`src/rtl/irq_unit_pkg.sv`:
```
package irq_unit_pkg;
  localparam int LIVE_N = 5;
  localparam int EVT_N  = 5;
  localparam int SRC_N  = LIVE_N + EVT_N;

  // byte offsets of the register window
  localparam int OFS_SET  = 'h08;
  localparam int OFS_CLR  = 'h0C;
  localparam int OFS_MASK = 'h10;
  localparam int OFS_FLAG = 'h14;
  localparam int OFS_LIVE = 'h2C;

  typedef enum logic [2:0] {
    ACC_NONE,
    ACC_SET,
    ACC_CLR,
    ACC_MASK,
    ACC_FLAG,
    ACC_LIVE
  } acc_e;
endpackage

```
`src/rtl/irq_addr_decode.sv`:
```
module irq_addr_decode
  import irq_unit_pkg::*;
#(
  parameter int ADDR_W = 8
) (
  input  logic [ADDR_W-1:0] addr,
  output acc_e              acc
);
  localparam int WORD_W = ADDR_W - 2;

  logic [WORD_W-1:0] word;
  logic [1:0]        unused_byte;

  assign word        = addr[ADDR_W-1:2];
  assign unused_byte = addr[1:0];

  always_comb begin
    acc = ACC_NONE;
    if (word == WORD_W'(OFS_SET >> 2))       acc = ACC_SET;
    else if (word == WORD_W'(OFS_CLR >> 2))  acc = ACC_CLR;
    else if (word == WORD_W'(OFS_MASK >> 2)) acc = ACC_MASK;
    else if (word == WORD_W'(OFS_FLAG >> 2)) acc = ACC_FLAG;
    else if (word == WORD_W'(OFS_LIVE >> 2)) acc = ACC_LIVE;
  end
endmodule

```
`src/rtl/irq_mask_reg.sv`:
```
module irq_mask_reg
  import irq_unit_pkg::*;
(
  input  logic             clk,
  input  logic             rst_n,
  input  logic             set_we,
  input  logic             clr_we,
  input  logic [SRC_N-1:0] wbits,
  output logic [SRC_N-1:0] mask_q
);
  logic [SRC_N-1:0] mask_d;

  always_comb begin
    mask_d = mask_q;
    if (set_we) mask_d = mask_q | wbits;
    if (clr_we) mask_d = mask_q & ~wbits;
  end

  always_ff @(posedge clk or negedge rst_n) begin
    if (!rst_n) mask_q <= '0;
    else        mask_q <= mask_d;
  end
endmodule

```
`src/rtl/irq_flag_reg.sv`:
```
module irq_flag_reg
  import irq_unit_pkg::*;
(
  input  logic              clk,
  input  logic              rst_n,
  input  logic [LIVE_N-1:0] live,
  input  logic [EVT_N-1:0]  evt,
  input  logic              clr_we,
  input  logic [SRC_N-1:0]  wbits,
  output logic [SRC_N-1:0]  flag_q
);
  logic [SRC_N-1:0] set_vec;
  logic [SRC_N-1:0] clr_vec;

  assign set_vec = {evt, live};
  assign clr_vec = clr_we ? wbits : '0;

  // one flop per source; setting takes precedence over clearing
  for (genvar k = 0; k < SRC_N; k++) begin : g_flag
    always_ff @(posedge clk or negedge rst_n) begin
      if (!rst_n)          flag_q[k] <= 1'b0;
      else if (set_vec[k]) flag_q[k] <= 1'b1;
      else if (clr_vec[k]) flag_q[k] <= 1'b0;
    end
  end
endmodule

```
`src/rtl/irq_read_mux.sv`:
```
module irq_read_mux
  import irq_unit_pkg::*;
#(
  parameter int DATA_W = 32
) (
  input  logic              clk,
  input  logic              rst_n,
  input  logic              rd,
  input  acc_e              acc,
  input  logic [SRC_N-1:0]  mask,
  input  logic [SRC_N-1:0]  flag,
  input  logic [LIVE_N-1:0] live,
  output logic [DATA_W-1:0] rdata
);
  logic [DATA_W-1:0] sel;

  always_comb begin
    unique case (acc)
      ACC_MASK: sel = DATA_W'(mask);
      ACC_FLAG: sel = DATA_W'(flag);
      ACC_LIVE: sel = DATA_W'(live);
      default:  sel = '0;
    endcase
  end

  always_ff @(posedge clk or negedge rst_n) begin
    if (!rst_n)  rdata <= '0;
    else if (rd) rdata <= sel;
  end
endmodule

```
`src/rtl/uart_irq_unit.sv`:
```
module uart_irq_unit
  import irq_unit_pkg::*;
#(
  parameter int ADDR_W = 8,
  parameter int DATA_W = 32
) (
  input  logic              clk,
  input  logic              rst_n,
  input  logic [LIVE_N-1:0] live_i,
  input  logic [EVT_N-1:0]  evt_i,
  input  logic [ADDR_W-1:0] reg_addr,
  input  logic              reg_wr,
  input  logic              reg_rd,
  input  logic [DATA_W-1:0] reg_wdata,
  output logic [DATA_W-1:0] reg_rdata,
  output logic              irq_o
);
  acc_e             acc;
  logic [SRC_N-1:0] wbits;
  logic [SRC_N-1:0] mask_q;
  logic [SRC_N-1:0] flag_q;
  logic             unused_hi;

  assign wbits     = reg_wdata[SRC_N-1:0];
  assign unused_hi = ^reg_wdata[DATA_W-1:SRC_N];

  irq_addr_decode #(.ADDR_W(ADDR_W)) u_dec (
    .addr (reg_addr),
    .acc  (acc)
  );

  irq_mask_reg u_mask (
    .clk    (clk),
    .rst_n  (rst_n),
    .set_we (reg_wr && acc == ACC_SET),
    .clr_we (reg_wr && acc == ACC_CLR),
    .wbits  (wbits),
    .mask_q (mask_q)
  );

  irq_flag_reg u_flag (
    .clk    (clk),
    .rst_n  (rst_n),
    .live   (live_i),
    .evt    (evt_i),
    .clr_we (reg_wr && acc == ACC_FLAG),
    .wbits  (wbits),
    .flag_q (flag_q)
  );

  irq_read_mux #(.DATA_W(DATA_W)) u_rd (
    .clk   (clk),
    .rst_n (rst_n),
    .rd    (reg_rd),
    .acc   (acc),
    .mask  (mask_q),
    .flag  (flag_q),
    .live  (live_i),
    .rdata (reg_rdata)
  );

  always_ff @(posedge clk or negedge rst_n) begin
    if (!rst_n) irq_o <= 1'b0;
    else        irq_o <= |(mask_q & flag_q);
  end
endmodule

```
`config.mk`:
```
export PLATFORM = sky130hd
export DESIGN_NAME = uart_irq_unit
export DESIGN_NICKNAME = d
export VERILOG_FILES = /design/src/rtl/irq_unit_pkg.sv /design/src/rtl/irq_addr_decode.sv /design/src/rtl/irq_mask_reg.sv /design/src/rtl/irq_flag_reg.sv /design/src/rtl/irq_read_mux.sv /design/src/rtl/uart_irq_unit.sv
export SDC_FILE = /design/constraint.sdc
export NUM_CORES = 1
export LEC_CHECK = 0
export BUFFER_PORTS_ARGS = -buffer_cell sky130_fd_sc_hd__buf_2
export CELL_PAD_IN_SITES_DETAIL_PLACEMENT = 1
export CELL_PAD_IN_SITES_GLOBAL_PLACEMENT = 1
export CORE_MARGIN = 2
export CORE_UTILIZATION = 32
export DETAILED_ROUTE_END_ITERATION = 8
export PLACE_DENSITY = 0.9
export SYNTH_ARGS = -nofsm -noshare
export SYNTH_HDL_FRONTEND = slang
export SYNTH_SLANG_ARGS = --single-unit
```
`constraint.sdc`:
```
create_clock -name clk -period 1.15 [get_ports clk]
set_input_delay 0 -clock clk [delete_from_list [all_inputs] [get_ports clk]]
set_output_delay 0 -clock clk [all_outputs]
set_load 0.03 [all_outputs]
```
# Word level (Yosys, flattened, before mapping)
# Index checks and enable logic that the tools add are counted.
# Widths: inputs -> output; s select.
[op_classes]
n_eq_ne = 10
n_mux = 29
bitwise = 4
reduce_logical = 15
[op_table]
columns = ["operator", "n"]
rows = [
  ["$mux 10", 3],
  ["$pmux 10 s3", 1],
  ["$reduce_bool 2->1", 11],
  ["$and 10x10->10", 2],
  ["$mux 1", 20],
  ["$mux 3", 5],
  ["$eq 6x2->1 const B", 2],
  ["$eq 6x3->1 const B", 2],
  ["$not 10->10", 1],
  ["$or 10x10->10", 1],
  ["$reduce_or 10->1", 1],
  ["$eq 3x2->1 const B", 2],
  ["$eq 3x3->1 const B", 2],
  ["$eq 6x4->1 const B", 1],
  ["$eq 3x1->1 const B", 1],
  ["$logic_and 1x1->1", 3],
]
[totals]
regBits = 53
out_inout_bits = 33

# Depth between registers and ports, before layout
[logic_depth]
depth_word = 11
ltp_mapped = 4
ltp_nobuf = 3

# By module
# A second synthesis with hierarchy kept.
[hier_totals]
hier_cells = 153
hier_area_um2 = 1670.4
[by_module_without_submodules]
columns = ["mod", "n_inst", "cells_each", "area_per_inst_um2"]
rows = [
  ["irq_read_mux", 1, 69, 718.2],
  ["irq_flag_reg", 1, 31, 374.1],
  ["irq_mask_reg", 1, 32, 366.6],
  ["uart_irq_unit", 1, 10, 107.6],
  ["irq_addr_decode", 1, 11, 103.8],
]

# Worst setup path after synthesis
# Ideal clock, no wire load.
[synth_timing]
path_kind = "reg-to-reg"
from = "register (tool-made name)"
to = "register irq_o"
arrival_ns = 0.881
required_ns = 1.015
setup_slack_ns = 0.134
path_stages_with_launch = 4
period_less_slack_ns = 1.016
cell_sequence = "dfrtp_1 -> a22o_1 -> a221oi_1 -> nand4_1"
[synth_rtl]
columns = ["item", "line_no", "text"]
rows = [
  ["end signal: assignment", "uart_irq_unit.sv:64", "else irq_o <= |(mask_q & flag_q);"],
  ["end: declaration", "uart_irq_unit.sv:16", "output logic irq_o"],
]

# Worst setup path in the final report
[layout_timing]
from = "register u_flag.flag_q[0]"
to = "register u_rd.rdata[0]"
[layout_via]
elab_chain_cells = 1
[layout_lines]
columns = ["item", "line_no", "text"]
rows = [
  ["start: declaration", "irq_flag_reg.sv:10", "output logic [SRC_N-1:0] flag_q"],
  ["start signal: indexed assignment", "irq_flag_reg.sv:21", "if (!rst_n) flag_q[k] <= 1'b0;"],
  ["start signal: indexed assignment", "irq_flag_reg.sv:22", "else if (set_vec[k]) flag_q[k] <= 1'b1;"],
  ["start signal: indexed assignment", "irq_flag_reg.sv:23", "else if (clr_vec[k]) flag_q[k] <= 1'b0;"],
  ["$pmux 10 s3", "irq_read_mux.sv:18", "unique case (acc)"],
  ["end signal: assignment", "irq_read_mux.sv:28", "else if (rd) rdata <= sel;"],
  ["end: declaration", "irq_read_mux.sv:13", "output logic [DATA_W-1:0] rdata"],
]
# Every way passes these cells.
# A chain may end at the register's enable or synchronous reset.

==> results.tsv <==
stage	metric	value	unit
placed_design	Port Buf Inserts	40	
routing	DRC Markers	0	
cells_and_area	commonest cells after routing, fill and taps aside	40 x buf_2, 31 x dfrtp_1, 25 x inv_1	
placed_design	dpl ws	-0.00777	ns
timing	setup ws final	0.0450	ns
worst_setup_path	R2R depth	4	
timing	# setup viols final	0	
worst_setup_path	CP max stage cell	dfrtp_1	
logic_synthesis	Synth Area in XOR/XNOR	0	%
worst_setup_path	CP delay by family, top	flip-flops	
global_route	GR Util All Layers	15.8	%
min_path	Hold Crit Depth	4	
routing	DR iter-0 viols	73	
worst_setup_path	setup slack, reg-to-reg	0.04	ns
placed_design	routability cong.	0.759	
clock_network	Clk Latency, worst-skew pair	0.29	ns
routing	drt wl/cell	14.4	um
worst_setup_path	Buf/Inv on CP	1	
placed_design	hpwl dp	3.27	mm
logic_synthesis	Seq/Total Area, Yosys	45.3	%
power_and_ir_drop	Pint	0.00190	W
power_and_ir_drop	Switching Share	28.6	%
clock_network	Sink Count	31	
power_and_ir_drop	switching pwr	0.000763	W
floorplan	core region area	5140	um2
flow_run	MaxCap Viol Count	0	
cells_and_area	Final Instance Area	2280	um2
logic_synthesis	post-synthesis mux area share	12.4	%
routing	vias per cell	4.54	
clock_network	CTS tree	yes	
floorplan	Ports	87	
logic_synthesis	Post-Synth Simple-Gate Area	14.4	%
logic_synthesis	Cells after Synth	179	
global_route	global-route wire length before repair	7.28	mm
worst_setup_path	Startpoint Class	register	
clock_network	CTS root buffer	clkbuf_8	
timing	Final Hold Vio Count	0	
cells_and_area	NumNets Final	303	
cells_and_area	leading cell type in the layout, fill and taps excluded	buf_2	
clock_network	CTS Buffer Depth	2	
outcome	status	finished, final reports clean	
routing	1st-pass router iterations	4	
floorplan	Die Area	5950	um2
power_and_ir_drop	clock network power share	35.2	%
worst_setup_path	RR Startpoint	u_flag.flag_q[0]	
min_path	WHS Endpoint	u_rd.rdata[4]	
floorplan	Die Wd	77.1	um
worst_setup_path	Worst Path Max Fanout	2	
logic_synthesis	Synth Register Bits	31	
timing	RSZ-0062 raised after global routing	no	
power_and_ir_drop	Comb pwr share	19.5	%
worst_setup_path	max incr delay on CP	0.39	ns
logic_synthesis	post-synthesis adder-cell area fraction	0	%
logic_synthesis	compound-gate portion of the synthesized area	9.65	%
worst_setup_path	reg2reg end	u_rd.rdata[0]	
worst_setup_path	CP Cell Sequence	buf_4, mux2_2, nand3_1, a31oi_1	
floorplan	chip height	77.1	um
timing	Max Fclk	905	MHz
worst_setup_path	critical path data required time	1.30	ns
clock_network	number of buffers created by CTS	5	
clock_network	clock-pin slew on the worst setup and hold paths	0.07	ns
routing	final antenna-violating net count	0	
global_route	initial antenna violation count	0	
routing	via count	1454	
floorplan	std cell rows	26	
clock_network	Max H-tree Level	2	
worst_setup_path	WS Path Type	reg -> reg	
logic_synthesis	area of the mapped netlist	1710	um2
clock_network	setup bufs post-CTS	0	
power_and_ir_drop	PwrDens	1170	nW/um2
routing	Routed WL	4.62	mm
logic_synthesis	main combinational cell family by area after synthesis	buffers and inverters	
placed_design	placed instance area	1960	um2
global_route	pin count of the biggest net entering global routing	21	
global_route	GRT overflow	0	
timing	fin crit period	1.11	ns
global_route	number of global-route vias before repair	1489	
power_and_ir_drop	worst vdd ir	0.402	mV
worst_setup_path	Crit path arrival time	1.25	ns
logic_synthesis	yosys warns	0	
min_path	Hold Path Class	in -> reg	
power_and_ir_drop	Flop pwr share	45.3	%
worst_setup_path	CP endpoint kind	register	
power_and_ir_drop	Pleak	1.12	nW
timing	crit share post-route	96.1	%
logic_synthesis	Yosys cell types	23	
floorplan	Initial Util	33.3	%
cells_and_area	synthesis-to-layout area growth	33.3	%
cells_and_area	ant diodes	0	
timing	final count of pins violating max slew	0	
logic_synthesis	syn_area_per_cell	9.56	um2
cells_and_area	layout cell share with drive strength beyond 1	28.4	%
min_path	min-delay src	reg_addr[3]	
timing	Setup Skew	0.00726	ns
-- metal layers --
metal	global-route usage (%)	vias to the layer above	wire length (um)
met1	18.8	680	1860
met3	4.24	14	238
li1	-	707	-
met2	26.1	53	2350
met5	0	-	0
met4	8.57	0	165
-- cell families after synthesis --
family	after synthesis
AOI/OAI and AO/OA	25
muxes	20
buffers and inverters	54
DFF	31
and+or+nand+nor	48
other	1
-- synth_stat cells --
master    count  area [um2]
dfrtp_1      31         776
inv_1        25        93.8
buf_4        24         180
nand3_1      20         100
a31oi_1      15        93.8
nor2_1       15        56.3
mux2_2       10         113
mux2i_1      10         100
nand2_1       6        22.5
o22ai_1       5        31.3
a22oi_1       3        22.5
clkbuf_1      3        11.3
buf_6         2        22.5
a221oi_1      1        8.76
a22o_1        1        8.76
and3b_1       1        8.76
and4_1        1        8.76
and4bb_2      1        12.5
conb_1        1        3.75
nand4_1       1        6.26
nor2b_1       1        6.26
nor2b_2       1        8.76
nor3_4        1        16.3
-- area by class of cell --
type | instances | area (um2)
fill | 634 | 2860
sequential | 31 | 776
multi-input combinational | 115 | 713
timing repair buffer | 71 | 510
clock buffer | 8 | 100
inverter | 25 | 93.8
tap | 70 | 87.6
-- power groups by stage --
stage,registers [W],clock network (W),logic (W)
final,0.00121,0.000939,0.000520
after global routing,0.00122,0.00101,0.000565
after CTS,0.00120,0.000976,0.000518
after detailed placement,0.00122,0,0.000459
after global placement,0.00122,0,0.000442
after floorplan,0.00125,0,0.000303
-- worst register-to-register path, delay by kind of cell (launching register included) --
kind / cells / cell delay [ns]
buffers and inverters: 1 / 0.14
AOI/OAI and AO/OA: 1 / 0.08
DFF: 1 / 0.39
and+or+nand+nor: 1 / 0.09
muxes: 1 / 0.26
-- worst max path at each step --
stage                     start            end  slack [ns]  cells past startpoint
5_1_grt                register          irq_o       0.008                      3
2_1_floorplan          register          irq_o        0.13                      3
3_3_place_gp   u_flag.flag_q[0]  u_rd.rdata[0]        0.09                      4
3_5_place_dp           register          irq_o      -0.008                      3
4_1_cts                register          irq_o        0.02                      3
6_report       u_flag.flag_q[0]  u_rd.rdata[0]        0.04                      4
-- per-stage QoR --
stage	power (W)	util (%)	hold slack, ns	std cells	setup TNS, ns
2_1_floorplan	0.00155	-	-0.296	200	0
3_3_place_gp	0.00166	38.2	-0.0566	291	0
3_5_place_dp	0.00168	38.2	-0.0480	291	-0.00777
4_1_cts	0.00270	44.3	0.0778	320	0
5_1_grt	0.00279	44.4	0.109	320	0
6_report	0.00267	44.4	0.0891	320	0
-- repair_timing --
action                                  CTS  global route
hold endpoints to repair                 44             0
endpoints found under the setup margin    0             1
hold buffers                             21             0
gates resized for setup                   0             1
(Power assumes the default switching activity.)
